--- config.mk ---
export PLATFORM = sky130hd
export DESIGN_NAME = ballast_mode_seq
export DESIGN_NICKNAME = d
export VERILOG_FILES = /design/src/rtl/bms_pkg.sv /design/src/rtl/bms_mode_fsm.sv /design/src/rtl/bms_drive_reg.sv /design/src/rtl/ballast_mode_seq.sv
export SDC_FILE = /design/constraint.sdc
export NUM_CORES = 1
export LEC_CHECK = 0
export ABC_AREA = 1
export ABC_CLOCK_PERIOD_IN_PS = 3800
export BUFFER_PORTS_ARGS = -buffer_cell sky130_fd_sc_hd__buf_2
export CAP_MARGIN = 15
export CORE_AREA = 5 5 42 44
export DETAILED_ROUTE_END_ITERATION = 10
export DIE_AREA = 0 0 47 49
export PLACE_DENSITY = 0.71
export SLEW_MARGIN = 0
export SYNTH_ARGS = -nofsm -noshare
export SYNTH_HDL_FRONTEND = slang
export SYNTH_SLANG_ARGS = --single-unit
--- constraint.sdc ---
create_clock -name clk -period 3.8 [get_ports clk]
set_clock_uncertainty 0.15 [all_clocks]
set_input_delay 0.76 -clock clk [delete_from_list [all_inputs] [get_ports clk]]
set_output_delay 0.76 -clock clk [all_outputs]
set_load 0.03 [all_outputs]
--- src/rtl/bms_pkg.sv ---
package bms_pkg;
  localparam int MODE_W = 3;
  localparam int DRV_W  = 9;

  typedef enum logic [MODE_W-1:0] {
    M_UVLO     = 3'd0,
    M_PREHEAT  = 3'd1,
    M_IGNITION = 3'd2,
    M_RUN      = 3'd3,
    M_FAULT    = 3'd4
  } mode_t;

  typedef struct packed {
    logic hb_en;
    logic cap_dis;
    logic vco_clamp;
    logic ph_sw;
    logic pfc_en;
    logic pfc_hi_gain;
    logic cnt_en;
    logic ign_reg_en;
  } drive_t;
endpackage

--- src/rtl/bms_mode_fsm.sv ---
module bms_mode_fsm
  import bms_pkg::*;
(
  input  logic  clk,
  input  logic  rst,
  input  logic  vcc_on,
  input  logic  vcc_ok,
  input  logic  cap_hi,
  input  logic  cap_lo,
  input  logic  sd_hi,
  input  logic  sd_lo,
  input  logic  eol_hi,
  input  logic  eol_lo,
  input  logic  bus_uv,
  input  logic  oc_trip,
  output mode_t mode_q,
  output mode_t mode_d,
  output logic  dsc_q,
  output logic  dsc_d,
  output logic  sdr_q
);
  logic sdr_d;
  logic drop;

  assign drop = !vcc_ok || sd_hi;

  always_comb begin
    mode_d = mode_q;
    dsc_d  = dsc_q;
    sdr_d  = sdr_q && vcc_ok;
    case (mode_q)
      M_UVLO: begin
        dsc_d = 1'b0;
        if (vcc_on && sd_lo && !sdr_q) mode_d = M_PREHEAT;
      end
      M_PREHEAT: begin
        if (drop) begin
          mode_d = M_UVLO;
          dsc_d  = 1'b0;
        end else if (oc_trip) begin
          mode_d = M_FAULT;
          dsc_d  = 1'b0;
        end else if (!dsc_q) begin
          if (cap_hi) dsc_d = 1'b1;
        end else if (cap_lo) begin
          mode_d = M_IGNITION;
          dsc_d  = 1'b0;
        end
      end
      M_IGNITION: begin
        if (!vcc_ok)     mode_d = M_UVLO;
        else if (cap_hi) mode_d = M_RUN;
      end
      M_RUN: begin
        if (drop) begin
          mode_d = M_UVLO;
        end else if (bus_uv) begin
          mode_d = M_UVLO;
          sdr_d  = 1'b1;
        end else if (oc_trip || eol_hi || eol_lo) begin
          mode_d = M_FAULT;
        end
      end
      M_FAULT: begin
        if (drop) mode_d = M_UVLO;
      end
      default: begin
        mode_d = M_UVLO;
        dsc_d  = 1'b0;
        sdr_d  = 1'b0;
      end
    endcase
  end

  always_ff @(posedge clk) begin
    if (rst) begin
      mode_q <= M_UVLO;
      dsc_q  <= 1'b0;
      sdr_q  <= 1'b0;
    end else begin
      mode_q <= mode_d;
      dsc_q  <= dsc_d;
      sdr_q  <= sdr_d;
    end
  end

  AST_PREHEAT_ENTRY: assert property (@(posedge clk) disable iff (rst)
    (mode_q == M_PREHEAT && $past(mode_q) == M_UVLO) |-> $past(vcc_on && sd_lo));

  AST_RUN_FROM_IGNITION: assert property (@(posedge clk) disable iff (rst)
    (mode_q == M_RUN && $past(mode_q) != M_RUN) |-> $past(mode_q) == M_IGNITION);

  AST_FAULT_SOURCE: assert property (@(posedge clk) disable iff (rst)
    (mode_q == M_FAULT && $past(mode_q) != M_FAULT)
      |-> ($past(mode_q) == M_PREHEAT || $past(mode_q) == M_RUN));

  AST_IGNITION_IMMUNE: assert property (@(posedge clk) disable iff (rst)
    ($past(mode_q) == M_IGNITION && $past(vcc_ok) && !$past(cap_hi))
      |-> mode_q == M_IGNITION);

  AST_SUPPLY_DISCHARGE_HOLD: assert property (@(posedge clk) disable iff (rst)
    sdr_q |-> mode_q == M_UVLO);
endmodule

--- src/rtl/bms_drive_reg.sv ---
module bms_drive_reg
  import bms_pkg::*;
(
  input  logic   clk,
  input  logic   rst,
  input  mode_t  mode_d,
  input  logic   dsc_d,
  input  mode_t  mode_now,
  output drive_t drv_q
);
  drive_t drv_d;
  drive_t drv_idle;

  always_comb begin
    drv_idle           = '0;
    drv_idle.cap_dis   = 1'b1;
    drv_idle.vco_clamp = 1'b1;
    drv_d = drv_idle;
    case (mode_d)
      M_PREHEAT: begin
        drv_d             = '0;
        drv_d.hb_en       = 1'b1;
        drv_d.cap_dis     = dsc_d;
        drv_d.vco_clamp   = 1'b1;
        drv_d.ph_sw       = 1'b1;
        drv_d.pfc_en      = 1'b1;
        drv_d.pfc_hi_gain = 1'b1;
        drv_d.cnt_en      = 1'b1;
      end
      M_IGNITION: begin
        drv_d             = '0;
        drv_d.hb_en       = 1'b1;
        drv_d.pfc_en      = 1'b1;
        drv_d.pfc_hi_gain = 1'b1;
        drv_d.ign_reg_en  = 1'b1;
      end
      M_RUN: begin
        drv_d        = '0;
        drv_d.hb_en  = 1'b1;
        drv_d.pfc_en = 1'b1;
        drv_d.cnt_en = 1'b1;
      end
      default: drv_d = drv_idle;
    endcase
  end

  always_ff @(posedge clk) begin
    if (rst) drv_q <= drv_idle;
    else     drv_q <= drv_d;
  end

  AST_GATES_OFF_IDLE: assert property (@(posedge clk) disable iff (rst)
    (mode_now == M_UVLO || mode_now == M_FAULT)
      |-> (!drv_q.hb_en && !drv_q.pfc_en && drv_q.cap_dis && drv_q.vco_clamp));

  AST_IGN_REG_ONLY_IGNITION: assert property (@(posedge clk) disable iff (rst)
    drv_q.ign_reg_en |-> mode_now == M_IGNITION);

  AST_HIGH_GAIN_NOT_RUN: assert property (@(posedge clk) disable iff (rst)
    (mode_now == M_RUN) |-> (!drv_q.pfc_hi_gain && drv_q.cnt_en));
endmodule

--- src/rtl/ballast_mode_seq.sv ---
module ballast_mode_seq
  import bms_pkg::*;
(
  input  logic              clk,
  input  logic              rst,
  input  logic              vcc_on,
  input  logic              vcc_ok,
  input  logic              cap_hi,
  input  logic              cap_lo,
  input  logic              sd_hi,
  input  logic              sd_lo,
  input  logic              eol_hi,
  input  logic              eol_lo,
  input  logic              bus_uv,
  input  logic              oc_trip,
  output logic [MODE_W-1:0] mode,
  output logic              hb_en,
  output logic              cap_dis,
  output logic              vco_clamp,
  output logic              ph_sw,
  output logic              pfc_en,
  output logic              pfc_hi_gain,
  output logic              cnt_en,
  output logic              ign_reg_en,
  output logic              sup_dis
);
  mode_t  mode_q;
  mode_t  mode_d;
  logic   dsc_q;
  logic   dsc_d;
  logic   sdr_q;
  drive_t drv_q;

  bms_mode_fsm i_fsm (
    .clk     (clk),
    .rst     (rst),
    .vcc_on  (vcc_on),
    .vcc_ok  (vcc_ok),
    .cap_hi  (cap_hi),
    .cap_lo  (cap_lo),
    .sd_hi   (sd_hi),
    .sd_lo   (sd_lo),
    .eol_hi  (eol_hi),
    .eol_lo  (eol_lo),
    .bus_uv  (bus_uv),
    .oc_trip (oc_trip),
    .mode_q  (mode_q),
    .mode_d  (mode_d),
    .dsc_q   (dsc_q),
    .dsc_d   (dsc_d),
    .sdr_q   (sdr_q)
  );

  bms_drive_reg i_drv (
    .clk      (clk),
    .rst      (rst),
    .mode_d   (mode_d),
    .dsc_d    (dsc_d),
    .mode_now (mode_q),
    .drv_q    (drv_q)
  );

  assign mode        = mode_q;
  assign hb_en       = drv_q.hb_en;
  assign cap_dis     = drv_q.cap_dis;
  assign vco_clamp   = drv_q.vco_clamp;
  assign ph_sw       = drv_q.ph_sw;
  assign pfc_en      = drv_q.pfc_en;
  assign pfc_hi_gain = drv_q.pfc_hi_gain;
  assign cnt_en      = drv_q.cnt_en;
  assign ign_reg_en  = drv_q.ign_reg_en;
  assign sup_dis     = sdr_q;

  AST_DISCHARGE_ONLY_PREHEAT: assert property (@(posedge clk) disable iff (rst)
    (dsc_q && mode_q != M_PREHEAT) |-> 1'b0);
endmodule

## After elaboration in Yosys (flattened, before gate mapping)

Cells that the tools add are included.

| operators by class | value |
|---|---|
| add/sub/neg operators | 0 |
| $mul | 0 |
| div/mod/pow operators | 0 |
| order comparisons | 0 |
| equality and inequality tests | 7 |
| shift-type cells | 0 |
| muxes and demuxes | 22 |
| bitwise operators | 0 |
| reductions and logical operators | 11 |

Operators with widths:

| cell | number |
|---|---|
| two-way mux 3 bit | 11 |
| case mux 8 bit (3 select lines) | 1 |
| case mux 3 bit (5 select lines) | 1 |
| equality test 3 x 2 -> 1 bit, second input constant | 4 |
| two-way mux 1 bit | 7 |
| equality test 3 x 1 -> 1 bit, second input constant | 2 |
| case mux 1 bit (2 select lines) | 2 |
| OR reduction 4 bit | 1 |
| equality test 3 bit, second input constant | 1 |
| logical AND 1 bit | 3 |
| logical NOT 3 bit | 1 |
| logical OR 1 bit | 3 |
| OR reduction 3 bit | 1 |
| logical NOT 1 bit | 2 |

| word-level totals | value |
|---|---|
| bits in registers | 13 |
| latch bits | 0 |
| bits in writable memories | 0 |
| ROM bits | 0 |
| input bits | 12 |
| output and inout bits | 12 |
| word-level logic and storage cells | 51 |
| memories kept | 0 |

## Logic depth before layout (Yosys ltp)

Gate-level depths: netlist (run 1).

| depth | value |
|---|---|
| word-level depth | 8 |
| mapped depth | 10 |
| mapped depth without buffers | 9 |

## Modules after synthesis

From an unflattened synthesis (run 1), not the netlist that was laid out.

| unflattened totals | value |
|---|---|
| cell total of the unflattened synthesis | 93 |
| area total of the unflattened synthesis | 634.4 µm² |

By module, submodules not included:

| module | times used | cells an instance | area an instance (µm²) | seq. area each (µm²) |
|---|---|---|---|---|
| bms_mode_fsm | 1 | 65 | 392.9 | 100.1 |
| bms_drive_reg | 1 | 28 | 241.5 | 140.1 |

## Worst setup path before layout (run 1)

Ideal clock, no wire load.

| timing path | value |
|---|---|
| path kind | in2reg |
| from | in oc_trip |
| to | reg, netlist name i_drv.drv_q[2] |
| library setup time | 0.115 ns |
| data arrival time | 1.351 ns |
| data required time | 3.535 ns |
| path slack | 2.184 ns |
| stages | 8 |
| path buffers | 0 |
| cell sequence | nor2_1 > nand3_1 > nand2_1 > nand2_1 > nand2_1 > inv_2 > nand2_2 > nand2_1 |

| between the ends | value |
|---|---|
| longest elaborated chain between the ends | 8 |
| elaborated cells on any way between the ends | 12 |
| those cells by class | eq/ne (3); mux (7); reduce/logical (2) |

RTL lines:

| element | line | source |
|---|---|---|
| start: declaration | ballast_mode_seq.sv:15 | `input logic oc_trip,` |
| logical OR 1 bit (2 in a row) | bms_mode_fsm.sv:60 | `end else if (oc_trip \|\| eol_hi \|\| eol_lo) begin` |
| two-way mux 3 bit | bms_mode_fsm.sv:60 |  |
| two-way mux 3 bit | bms_mode_fsm.sv:57 | `end else if (bus_uv) begin` |
| two-way mux 3 bit | bms_mode_fsm.sv:55 | `if (drop) begin` |
| case mux 3 bit (5 select lines) (*) | bms_mode_fsm.sv:31 | `case (mode_q)` |
| equality test 3 x 2 -> 1 bit / equality test 3 x 1 -> 1 bit (equally long branches) | bms_drive_reg.sv:19 | `case (mode_d)` |
| case mux 8 bit (3 select lines) (*) | bms_drive_reg.sv:19 |  |

Mark *: on every way between the ends. The rest lies on a longest branch, timed or not.
A chain may end at the register's enable or synchronous reset.

## Worst setup path in the final report (run 1)

| timing path | value |
|---|---|
| from | reg i_fsm.mode_q[1] |
| to | out mode[1] |

RTL lines:

| element | line | source |
|---|---|---|
| start: declaration | bms_mode_fsm.sv:16 | `output mode_t mode_q,` |
| start signal: assignment | bms_mode_fsm.sv:81 | `mode_q <= mode_d;` |
| end: declaration | ballast_mode_seq.sv:16 | `output logic [MODE_W-1:0] mode,` |

No word-level cell between the ends.

==> impl.org, run 1 <==
** Synthesis
- Synthesized area divided by synthesized cell count :: 7.042 sq um
- By area the synthesized netlist is led by dfxtp_1 44%, nand2_1 11%, nor2_1 8.9%, nand3_1 7.3%, inv_1 5.5%.
- The number of nets in the synthesized netlist is 90.
- Post-synthesis sequential area ratio :: 0.4374
- Most area-hungry cell type in the Yosys netlist :: dfxtp_1
- Synthesized instance count :: 78
- Synthesis inferred 12 register bits.
- Share of the synthesized area in the top cell type :: 0.4374
- Synthesis Warnings :: 0
- Number of library cell types mapped by synthesis :: 17
- Mapped cell area :: 549.3 sq um

** Floorplanning
- I/O pins :: 24
- The initial utilization of the core area, before any placement, comes to 0.3920.
- Die span in y :: 49 um
- The floorplan has 14 rows.
- The core region is 0.001401 sq mm.
- Overall die width :: 47 um
- The die covers 0.002303 sq mm.

** Finish
- Relative to the synthesized area, the layout overhead comes to 27.79%.
- NumNets Final :: 116
- The layout has 151 filler cells.
- For this run, the number of standard cells in the final layout without fillers is 119.
- Fraction of layout cells with a size suffix above 1 :: 0.3495
- 0 antenna diodes ended up in the layout.
- Once layout is complete, the utilization of the core stands at 0.5009.

** Hold path
- For hold timing, the worst endpoint is i_fsm.sdr_q.
- Kind of path behind the tightest hold check :: reg -> reg
- Worst hold path depth :: 2
- The startpoint identified for the worst hold timing path is i_fsm.sdr_q.

** Worst setup path
- The worst setup path is captured at an output pin.
- On the critical path, the stage with the largest delay is an instance of dfxtp_1.
- Launch point of the worst reg-to-reg path :: i_fsm.mode_q[1]
- Counting cells, the worst reg-to-reg path comes to 7.
- STA puts the critical path data required time at 2.89 ns.
- Sequence of cells on the critical path :: buf_2
- Worst path bufs/invs :: 1
- Crit-path leading delay family :: flip-flops
- End of the worst register-to-register path :: i_drv.drv_q[2]
- Register-to-register setup slack :: 2.33 ns
- Along the worst path, the maximum fanout reaches 10.
- The critical path is of the reg -> out type.
- Crit start category :: flop
- Delay of the slowest critical-path stage :: 0.55 ns
- In this run the worst setup path begins at i_fsm.mode_q[1].
- Arrival time of the worst setup path :: 1.08 ns

** STA
- At the pin with the least slew margin, the transition time is 0.3704 ns.
- Setup WS post-layout :: 1.807 ns
- The number of slew-limit violations in the final report came to 0.
- Static timing analysis puts the maximum clock frequency at 501.6 MHz.
- Final number of setup-violating endpoints :: 0
- Final count of hold timing violations :: 0
- For the final routed database, the setup TNS stands at 0 ns.
- Setup repair after global routing left no endpoint under its margin.
- The worst pin sits at a relative slew slack of 0.7527.
- Dividing the final minimum period by the clock period gives 0.5246.
- For the finished layout, the period the worst path requires is 1.993 ns.

** Detailed routing
- The count of nets left with antenna violations once routing finished came out at 0.
- The final layout contains routed wiring with a total length of 1.236 mm.
- The first detailed-routing pass ran for 4 iterations.
- Detailed-route via count :: 566
- Detailed Route Iter0 Violations :: 10
- DRC violation count after routing :: 0
- After detailed routing, the number of vias per cell comes to 4.756.
- Routed length per placed instance :: 10.39 um

** GRT
- GR Layer Usage met1 :: 0.1422
- In the global route stage, overall resource usage came out at 0.1230.
- The total overflow left after global routing is 0.
- Busiest layer in global routing :: met2
- Initial antenna violation count :: 0
- The first global-routing pass estimated 2.152 mm of wire.
- The number of global-route vias before repair was 539.
- Met2 global-route usage :: 0.1991
- For this run, global-route usage on met3 was measured as 0.04059.
- Entering global routing, the biggest net connects 11 pins.

** Clock tree
- Clock-pin slew was measured on the worst setup and hold paths at 0.07 ns.
- The longest clock path from root to sink contains 2 buffers.
- Number of buffers created by CTS :: 3
- The number of setup buffers added after CTS is 0.
- In this run, post-CTS hold repair placed 0 buffers.
- Sink Count :: 12
- Once the clock tree was built, the resizer swapped 0 gates to a different size.
- Library cell used as clock root buffer :: clkbuf_4
- TritonCTS clock tree :: done
- For the worst-skew pair, the clock arrives at the later sink with an insertion delay of 0.26 ns.
- Depth of the CTS H-tree :: 1

** Placement
- Port Buf Inserts :: 23
- Summed over all nets, the half-perimeter wirelength after detailed placement is 1.015 mm.
- Pre-CTS setup slack :: 1.954 ns
- Weighted congestion reported at the end of routability-driven placement :: 0.9285
- Counting tap cells, the placed design contains a total of 115 instances.

** Run status
- Status :: finished, final reports clean

** Power and ir drop
- Total power density per cell area :: 364.5 mW/mm^2
- The completed layout was analyzed and its total power is 0.0002559 W.
- In this run the static leakage power is 0.3748 nW.
- VDD sags by at most 0.0001662 V.

** Job
- Max-cap violations in this run came to 0.
[cell type report]
type	instances	area, sq um	share of cell area
Tap cell	16	20.02	0.02852
Clock buffer	4	36.28	0.05169
Timing Repair Buffer	23	115.1	0.1640
Sequential cell	12	240.2	0.3422
Inverter	11	41.29	0.05882
Multi-Input combinational cell	53	249.0	0.3547
[logic make-up after synthesis]
group,share of synthesized area
simple gates,0.3872
buf+inv,0.1093
flops,0.4374
compound gates,0.06605
[worst max path at each step]
stage                           endpoint  depth (start not counted)  slack [ns]
final                            mode[1]                          1        1.81
after global routing             mode[1]                          1        1.76
after CTS                        mode[1]                          1        1.79
after detailed placement  i_drv.drv_q[2]                          9        1.95
after global placement    i_drv.drv_q[2]                          8        2.01
after floorplan           i_drv.drv_q[2]                          8        2.18
[Yosys cell counts]
master / n
dfxtp_1: 12
buf_6: 1
nor2_2: 2
nand2_1: 16
inv_1: 8
nand2_2: 2
o21ai_2: 1
o211ai_1: 1
buf_4: 1
a21oi_1: 3
nand3_1: 8
nor3_1: 3
nor2_4: 1
nand4_1: 2
o21ai_1: 1
nor2_1: 13
inv_2: 3
[cells in the final DEF (no fill, tap or decap), types with 3 or more instances in the layout]
cell type	synthesis	routed
nor3_1	3	3
a21oi_1	3	3
buf_2	0	23
dfxtp_1	12	12
nand3_1	8	8
nand2_1	16	16
nor2_1	13	13
inv_2	3	3
clkbuf_4	0	3
inv_1	8	8
[flip-flops by register name, summed over array words and instances, names as in the netlist]
name	flops
i_drv.drv_q	7
i_fsm.dsc_q	1
i_fsm.mode_q	3
i_fsm.sdr_q	1
[through the flow]
step                      hold slack [ns]  instance area [sq um]
after floorplan                    0.3358                  549.3
after global placement             0.3209                  665.6
after detailed placement           0.3271                  665.6
after CTS                          0.3394                  701.9
after global routing               0.3668                  701.9
final                              0.3352                  701.9
[power by group]
group / leakage [nW] / internal [W] / switching (W) / total (W)
combinational: 0.256 / 0.0000101 / 0.0000188 / 0.0000289
clock: 0.0210 / 0.0000581 / 0.0000390 / 0.0000971
sequential: 0.0976 / 0.000128 / 0.00000157 / 0.000130
[layer usage]
layer / wire, um / part of all wire
met1: 492 / 0.40
met4: 8 / 0.0065
met3: 109 / 0.088
met2: 627 / 0.51
met5: 0 / 0
Note: power is estimated with default switching activity, not from simulation.
==> run 2: changes to the inputs <==
Settings changed: ABC_CLOCK_PERIOD_IN_PS 3800 to 1800, CORE_AREA 5 5 42 44 to default, CORE_MARGIN from default to 5, CORE_UTILIZATION from default to 39, DIE_AREA 0 0 47 49 to default, PLACE_DENSITY 0.71 to 0.7.
Clock period 3.8 ns to 1.8 ns, I/O delays scaled along.
==> impl.org, run 2 (synthesized netlist as in run 1, its figures left out) <==
** Finish
- Layout filler cell count :: 133 (-12%)
- Most flop-heavy register :: i_drv.drv_q
- Number of flip-flops in the largest register :: 7 (unchanged)
- The area growth from synthesis to layout is 27.56%.
- Non-filler instance count after layout :: 118 (-0.84%)
- Leaving out fill and tap cells, the most frequent cell in the layout is buf_2.
- The number of nets in the layout is 116 (unchanged).
- In the layout the commonest cells are 23 x buf_2, 16 x nand2_1, 13 x nor2_1.
- The number of antenna cells inserted is 0 (unchanged).
- Fraction of layout cells with a size suffix above 1 :: 0.3495 (unchanged)
- Largest registers :: i_drv.drv_q: 7 flops, i_fsm.mode_q: 3 flops

** Placement
- Port Buf Inserts :: 23 (unchanged)
- The final weighted congestion in routability-driven placement was 0.9023 (-2.8%).
- The number of placed instances with taps included came to 114 (-0.87%).
- DP Wirelength :: 1.038 mm (+2.4%)

** STA
- Final worst path period need :: 1.581 ns
- Final count of hold timing violations :: 0 (unchanged)
- The transition at the pin with the smallest max-transition slack was 0.3388 ns (-0.03156 ns).
- RSZ-0062 raised after global routing :: false
- The number of slew-limit violations in the final report was 0 (unchanged).
- Final number of setup-violating endpoints :: 0 (unchanged)
- Max_slew headroom :: 0.7738 (+0.02107)
- Dividing the final minimum period by the clock period gives 0.8785.
- The setup TNS was 0 ns (unchanged).
- Achievable frequency :: 632.4 MHz

** Clock tree
- Maximum count of clock buffers along a single path :: 2 (unchanged)
- Number of cells upsized or downsized after cts :: 0 (unchanged)
- The number of hold buffers added after cts was 0 (unchanged).
- Clock-pin slew reported for the worst setup and hold paths after clock tree synthesis :: 0.08 ns (about the same)
- Number of buffers created by CTS :: 3 (unchanged)
- TritonCTS clock tree :: done
- The number of H-tree levels is 1 (unchanged).
- Post-CTS setup buffers :: 0 (unchanged)
- Clk Latency, worst-skew pair :: 0.28 ns (+0.02 ns)
- The tree is rooted in a clkbuf_4.
- The clock sink count was 12 (unchanged).

** GRT
- Total GRT Usage :: 0.1309 (+0.007966)
- The total congestion overflow after global routing is 0 (unchanged).
- First-pass GRT wire length :: 1.973 mm (-8.3%)
- Initial antenna violation count :: 0 (unchanged)
- Vias in the first global route :: 512 (-5.0%)
- The maximum number of pins on one net before global-route repair came to 11 (unchanged).

** Floorplanning
- Number of rows created at floorplan :: 13 (-1)
- The boundary pin count was 24 (unchanged).
- The floorplan core area is 0.001318 sq mm (-6.0%).
- Die span in y :: 47.53 um (-3.0%)
- The initial standard-cell utilization of the core is 0.4169 (+0.02494).
- Full die area :: 0.002259 sq mm (-1.9%)
- The chip width came to 47.53 um (+1.1%).

** Power and ir drop
- Max rail drop VDD :: 0.0003397 V (+100%)
- The power per unit of standard cell area came to 785.3 mW/mm^2 (+120%).
- The total power is 0.0005503 W (+120%).
- The leakage power figure is 0.3748 nW (unchanged).

** Detailed routing
- Routed length per placed instance :: 11.18 um (+7.6%)
- Wire length after detailed routing :: 1.319 mm (+6.7%)
- The number of violations reported at the end of detailed-routing iteration 0 came to 22 (+12).
- Detailed-route via count :: 570 (+0.71%)
- The post-detailed-route count of antenna-violating nets came to 0 (unchanged).
- Pre-antenna DRT Iters :: 4 (unchanged)
- Number of vias per cell :: 4.831 (+1.6%)
- The post-route DRC violation count came to 0 (unchanged).

** Worst setup path
- The data arrival time of the worst path came to 1.07 ns (about the same).
- In this run the critical register-to-register path is captured at i_drv.drv_q[2].
- STA classifies the critical path startpoint as a flop.
- Critical Path Stages :: 1 (unchanged)
- The critical path required time came to 1.29 ns (-1.60 ns).
- Category of the critical setup timing path :: reg -> out
- Critical path launch point :: i_fsm.mode_q[1]
- Cell type of the slowest stage on the worst timing path :: dfxtp_1
- Crit-path leading delay family :: flip-flops
- Walking the worst path, the cells encountered are buf_2.
- Maximum net fanout on the critical path :: 10 (unchanged)
- The number of buffer and inverter stages on the critical path came to 1 (unchanged).
- Register-to-register setup slack :: 0.32 ns (-2.01 ns)
- The depth of the most critical reg-to-reg path is 8 (+1).
- Critical Path Sink :: mode[1]
- The worst setup path is captured at an output pin.
- Launch point of the worst reg-to-reg path :: i_fsm.mode_q[1]
- Delay of the slowest critical-path stage :: 0.53 ns (-0.02 ns)

** Job
- The max-capacitance violation count came to 0 (unchanged).

** Hold path
- The tightest min-delay check is of the in -> reg type.

** Run status
- Status :: finished, final reports clean
[run 2: cell counts in the layout (fill, tap and decap cells not counted)]
No cell type changed its count.
[run 2: routing by layer]
layer	vias to the layer above	track usage	share of wire	routed length (um)
li1	300	-	-	-
met1	242	0.1591	0.45	589
met2	26	0.2005	0.47	623
met3	2	0.04511	0.073	96
met4	0	0.07527	0.0068	9
met5	-	0	0	0
[run 2: power by group]
part           switching, W  internal, W  leakage (nW)  total [W]
logic             0.0000393    0.0000214         0.256  0.0000606
clock network     0.0000923     0.000123        0.0210   0.000215
registers        0.00000333     0.000271        0.0976   0.000274
[run 2: worst min-delay path by stage]
| stage | endpoint | depth (start not counted) | startpoint | slack (ns) |
|---|---|---|---|---|
| after floorplan | i_fsm.dsc_q | 1 | rst | 0.28 |
| after global placement | i_fsm.sdr_q | 2 | i_fsm.sdr_q | 0.32 |
| after detailed placement | i_fsm.sdr_q | 2 | i_fsm.sdr_q | 0.33 |
| after CTS | i_fsm.mode_q[0] | 2 | rst | 0.19 |
| after global routing | i_fsm.mode_q[0] | 2 | rst | 0.20 |
| final | i_fsm.sdr_q | 3 | vcc_ok | 0.20 |
[run 2: metrics by stage]
stage               hold WS [ns]  instance area, sq um  worst slack, ns  utilization
floorplan                 0.2791                 549.3           0.3039            -
global placement          0.3161                 664.4           0.3546       0.5043
detailed placement        0.3256                 664.4           0.3413       0.5043
CTS                       0.1926                 700.7           0.2177       0.5318
global route              0.1965                 700.7           0.1618       0.5318
finish                    0.1950                 700.7           0.2188       0.5318
[run 2: layout make-up]
type / instances / area, sq um / area share
timing repair buffer: 23 / 115.1 / 0.1643
inverter: 11 / 41.29 / 0.05893
multi-input combinational: 53 / 249.0 / 0.3554
clock buffer: 4 / 36.28 / 0.05179
sequential: 12 / 240.2 / 0.3429
tap: 15 / 18.77 / 0.02679
==> run 3: changes to the inputs <==
Settings changed: CTS_BUF_LIST from default to sky130_fd_sc_hd__clkbuf_16.
==> impl.org, run 3 (synthesized netlist as in run 1, its figures left out) <==
** Run status
- Status :: finished, final reports clean

** GRT
- Total GRT Usage :: 0.1424 (+0.01149)
- Maximum number of pins on one net before global-route repair :: 11 (unchanged)
- The total congestion overflow after global routing was 0 (unchanged).
- The number of global-route vias before repair is 518 (+1.2%).
- Initial antenna violation count :: 0 (unchanged)
- First-pass GRT wire length :: 2.076 mm (+5.2%)

** Worst setup path
- On the critical path, the stage with the largest delay is an instance of dfxtp_1.
- Worst path bufs/invs :: 1 (unchanged)
- The maximum fanout count along the critical path was 10 (unchanged).
- The delay of the slowest cell on the worst path came to 0.52 ns (about the same).
- Worst Path Required :: 1.29 ns (about the same)
- Sequence of cells on the critical path :: buf_2
- The critical path is of the reg -> out type.
- STA classifies the critical path startpoint as a flop.
- The worst register-to-register path begins at i_fsm.mode_q[1].
- Crit-path leading delay family :: flip-flops
- End of the worst register-to-register path :: i_drv.drv_q[2]
- The depth of the most critical reg-to-reg path was 8 (unchanged).
- The worst setup path is captured at an output pin.
- Register-to-register setup slack :: 0.29 ns (-0.03 ns)
- Arrival time of the worst setup path :: 1.03 ns (-0.04 ns)

** STA
- The post-route clock period utilization is 0.8582 (-0.02023).
- The final count of negative-setup-slack endpoints came to 0 (unchanged).
- RSZ-0062 raised after global routing :: false
- The setup TNS was 0 ns (unchanged).
- Max_slew headroom :: 0.7662 (-0.007652)
- Measured slew at the worst slew-check pin :: 0.3503 ns (+0.01146 ns)
- The final period demand of the worst path came to 1.545 ns (-0.03641 ns).
- The number of slew-limit violations in the final report is 0 (unchanged).
- The number of failing hold endpoints at the final stage came to 0 (unchanged).
- The maximum achievable frequency was 647.3 MHz (+2.4%).

** Detailed routing
- Number of vias per cell :: 4.780 (-1.1%)
- The number of violations reported at the end of detailed-routing iteration 0 came to 11 (-50%).
- Pre-antenna DRT Iters :: 4 (unchanged)
- Wire length after detailed routing :: 1.372 mm (+4.0%)
- The post-detailed-route count of antenna-violating nets is 0 (unchanged).
- The average routed wire per standard cell was 11.63 um (+4.0%).
- The count of vias placed by the detailed router came to 564 (-1.1%).
- The post-route DRC violation count was 0 (unchanged).

** Finish
- The number of standard cells in the final layout excluding fillers is 118 (unchanged).
- Ranked by flip-flop count, first place goes to i_drv.drv_q.
- In the layout the commonest cells are 23 x buf_2, 16 x nand2_1, 13 x nor2_1.
- Number of flip-flops in the largest register :: 7 (unchanged)
- Relative to the synthesized area, the layout overhead comes to 35.31%.
- The cell area after layout is 743.2 sq um (+6.1%).
- Most frequent standard cell in the layout excluding fill and tap cells :: buf_2
- Number of antenna repair diodes :: 0 (unchanged)
- In the final layout, the registers with the most flip-flops are i_drv.drv_q: 7 flops, i_fsm.mode_q: 3 flops.
- Fraction of layout cells with a size suffix above 1 :: 0.3398 (-0.009709)
- NumNets Final :: 116 (unchanged)

** Clock tree
- Maximum count of clock buffers along a single path :: 2 (unchanged)
- The number of resized instances in the post-cts repair step came to 0 (unchanged).
- The tree is rooted in a clkbuf_16.
- The number of hold buffers added after cts came to 0 (unchanged).
- The number of buffers created by CTS is 3 (unchanged).
- Sink Count :: 12 (unchanged)
- TritonCTS clock tree :: done
- Clk Latency, worst-skew pair :: 0.24 ns (-0.04 ns)
- Clock-pin slew reported for the worst setup and hold paths after clock tree synthesis :: 0.04 ns (-0.04 ns)
- The number of H-tree levels was 1 (unchanged).
- Post-CTS setup buffers :: 0 (unchanged)

** Power and ir drop
- Relative contribution of combinational cells to total power :: 0.081 (-0.029)
- The largest voltage drop on the vdd net is 0.0005116 V (+51%).
- The clock share of power is 0.550 (+0.159).
- The leakage power figure came to 0.3923 nW (+4.7%).
- Power Internal :: 0.0005865 W (+41%)
- Total power density per cell area :: 1006 mW/mm^2 (+28%)
- Part of the total power dissipated in sequential elements :: 0.369 (-0.129)
- Switching component of the power :: 0.0001615 W (+20%)
- The net switching fraction of the power is 0.2159 (-0.02929).

** Floorplanning
- The boundary pin count came to 24 (unchanged).
- Number of rows created at floorplan :: 13 (unchanged)
- The floorplan core area is 0.001318 sq mm (unchanged).
- Overall die width :: 47.53 um (unchanged)
- Die span in y :: 47.53 um (unchanged)
- The initial standard-cell utilization of the core is 0.4169 (unchanged).
- Full die area :: 0.002259 sq mm (unchanged)

** Placement
- Instance area at placement :: 664.4 sq um (unchanged)
- Number of cells after detailed placement :: 114 (unchanged)
- The HPWL reported at the end of detailed placement is 1.038 mm (unchanged).
- The final weighted congestion in routability-driven placement was 0.9023 (unchanged).
- Port Buf Inserts :: 23 (unchanged)

** Hold path
- The startpoint identified for the worst hold timing path is rst.
- Worst hold path depth :: 2 (-1)
- Min-Delay Endpoint :: i_fsm.mode_q[0]
- The worst hold path belongs to the class in -> reg.

** Job
- The max-capacitance violation count came to 0 (unchanged).
-- run 3: cell types whose count changed in the layout (fill, tap and decap cells not counted), sizes merged --
cell / delta
clkbuf: -1
clkinv: +1
-- run 3: routing by layer --
metal,routed length [um],global-route usage,share of wire
met3,102,0.05639,0.074
met2,631,0.2112,0.46
met4,22,0.1075,0.016
met5,0,0,0
met1,616,0.1636,0.45
-- run 3: power groups by stage --
stage	logic [W]	registers, W	clock network, W
6_report	0.0000608	0.000276	0.000411
5_1_grt	0.0000666	0.000276	0.000430
4_1_cts	0.0000607	0.000276	0.000415
3_5_place_dp	0.0000603	0.000281	0
3_3_place_gp	0.0000604	0.000281	0
2_1_floorplan	0.0000236	0.000292	0
-- run 3: final cells by class --
| class | instances | area, sq um |
|---|---|---|
| Clock buffer | 3 | 75.07 |
| Clock inverter | 1 | 3.754 |
| Fill cell | 126 | 574.3 |
| Inverter | 11 | 41.29 |
| Multi-Input combinational cell | 53 | 249.0 |
| Sequential cell | 12 | 240.2 |
| Tap cell | 15 | 18.77 |
| Timing Repair Buffer | 23 | 115.1 |
-- run 3: how the worst max path moves through the flow --
| stage | slack, ns | depth (start not counted) | startpoint | endpoint |
|---|---|---|---|---|
| after floorplan | 0.30 | 10 | i_fsm.mode_q[1] | i_drv.drv_q[2] |
| after global placement | 0.35 | 10 | vcc_ok | i_drv.drv_q[2] |
| after detailed placement | 0.34 | 8 | i_fsm.mode_q[1] | i_drv.drv_q[2] |
| after CTS | 0.27 | 1 | i_fsm.mode_q[1] | mode[1] |
| after global routing | 0.14 | 7 | i_fsm.mode_q[1] | i_drv.drv_q[3] |
| final | 0.26 | 1 | i_fsm.mode_q[1] | mode[1] |
-- run 3: per-stage QoR --
step	hold WS [ns]	power, W	util	setup slack, ns
3_3_place_gp	0.3161	0.0003409	0.5043	0.3546
3_5_place_dp	0.3256	0.0003409	0.5043	0.3413
6_report	0.2327	0.0007480	0.5641	0.2552
4_1_cts	0.2328	0.0007512	0.5641	0.2663
2_1_floorplan	0.2791	0.0003157	-	0.3039
5_1_grt	0.2431	0.0007732	0.5641	0.1357
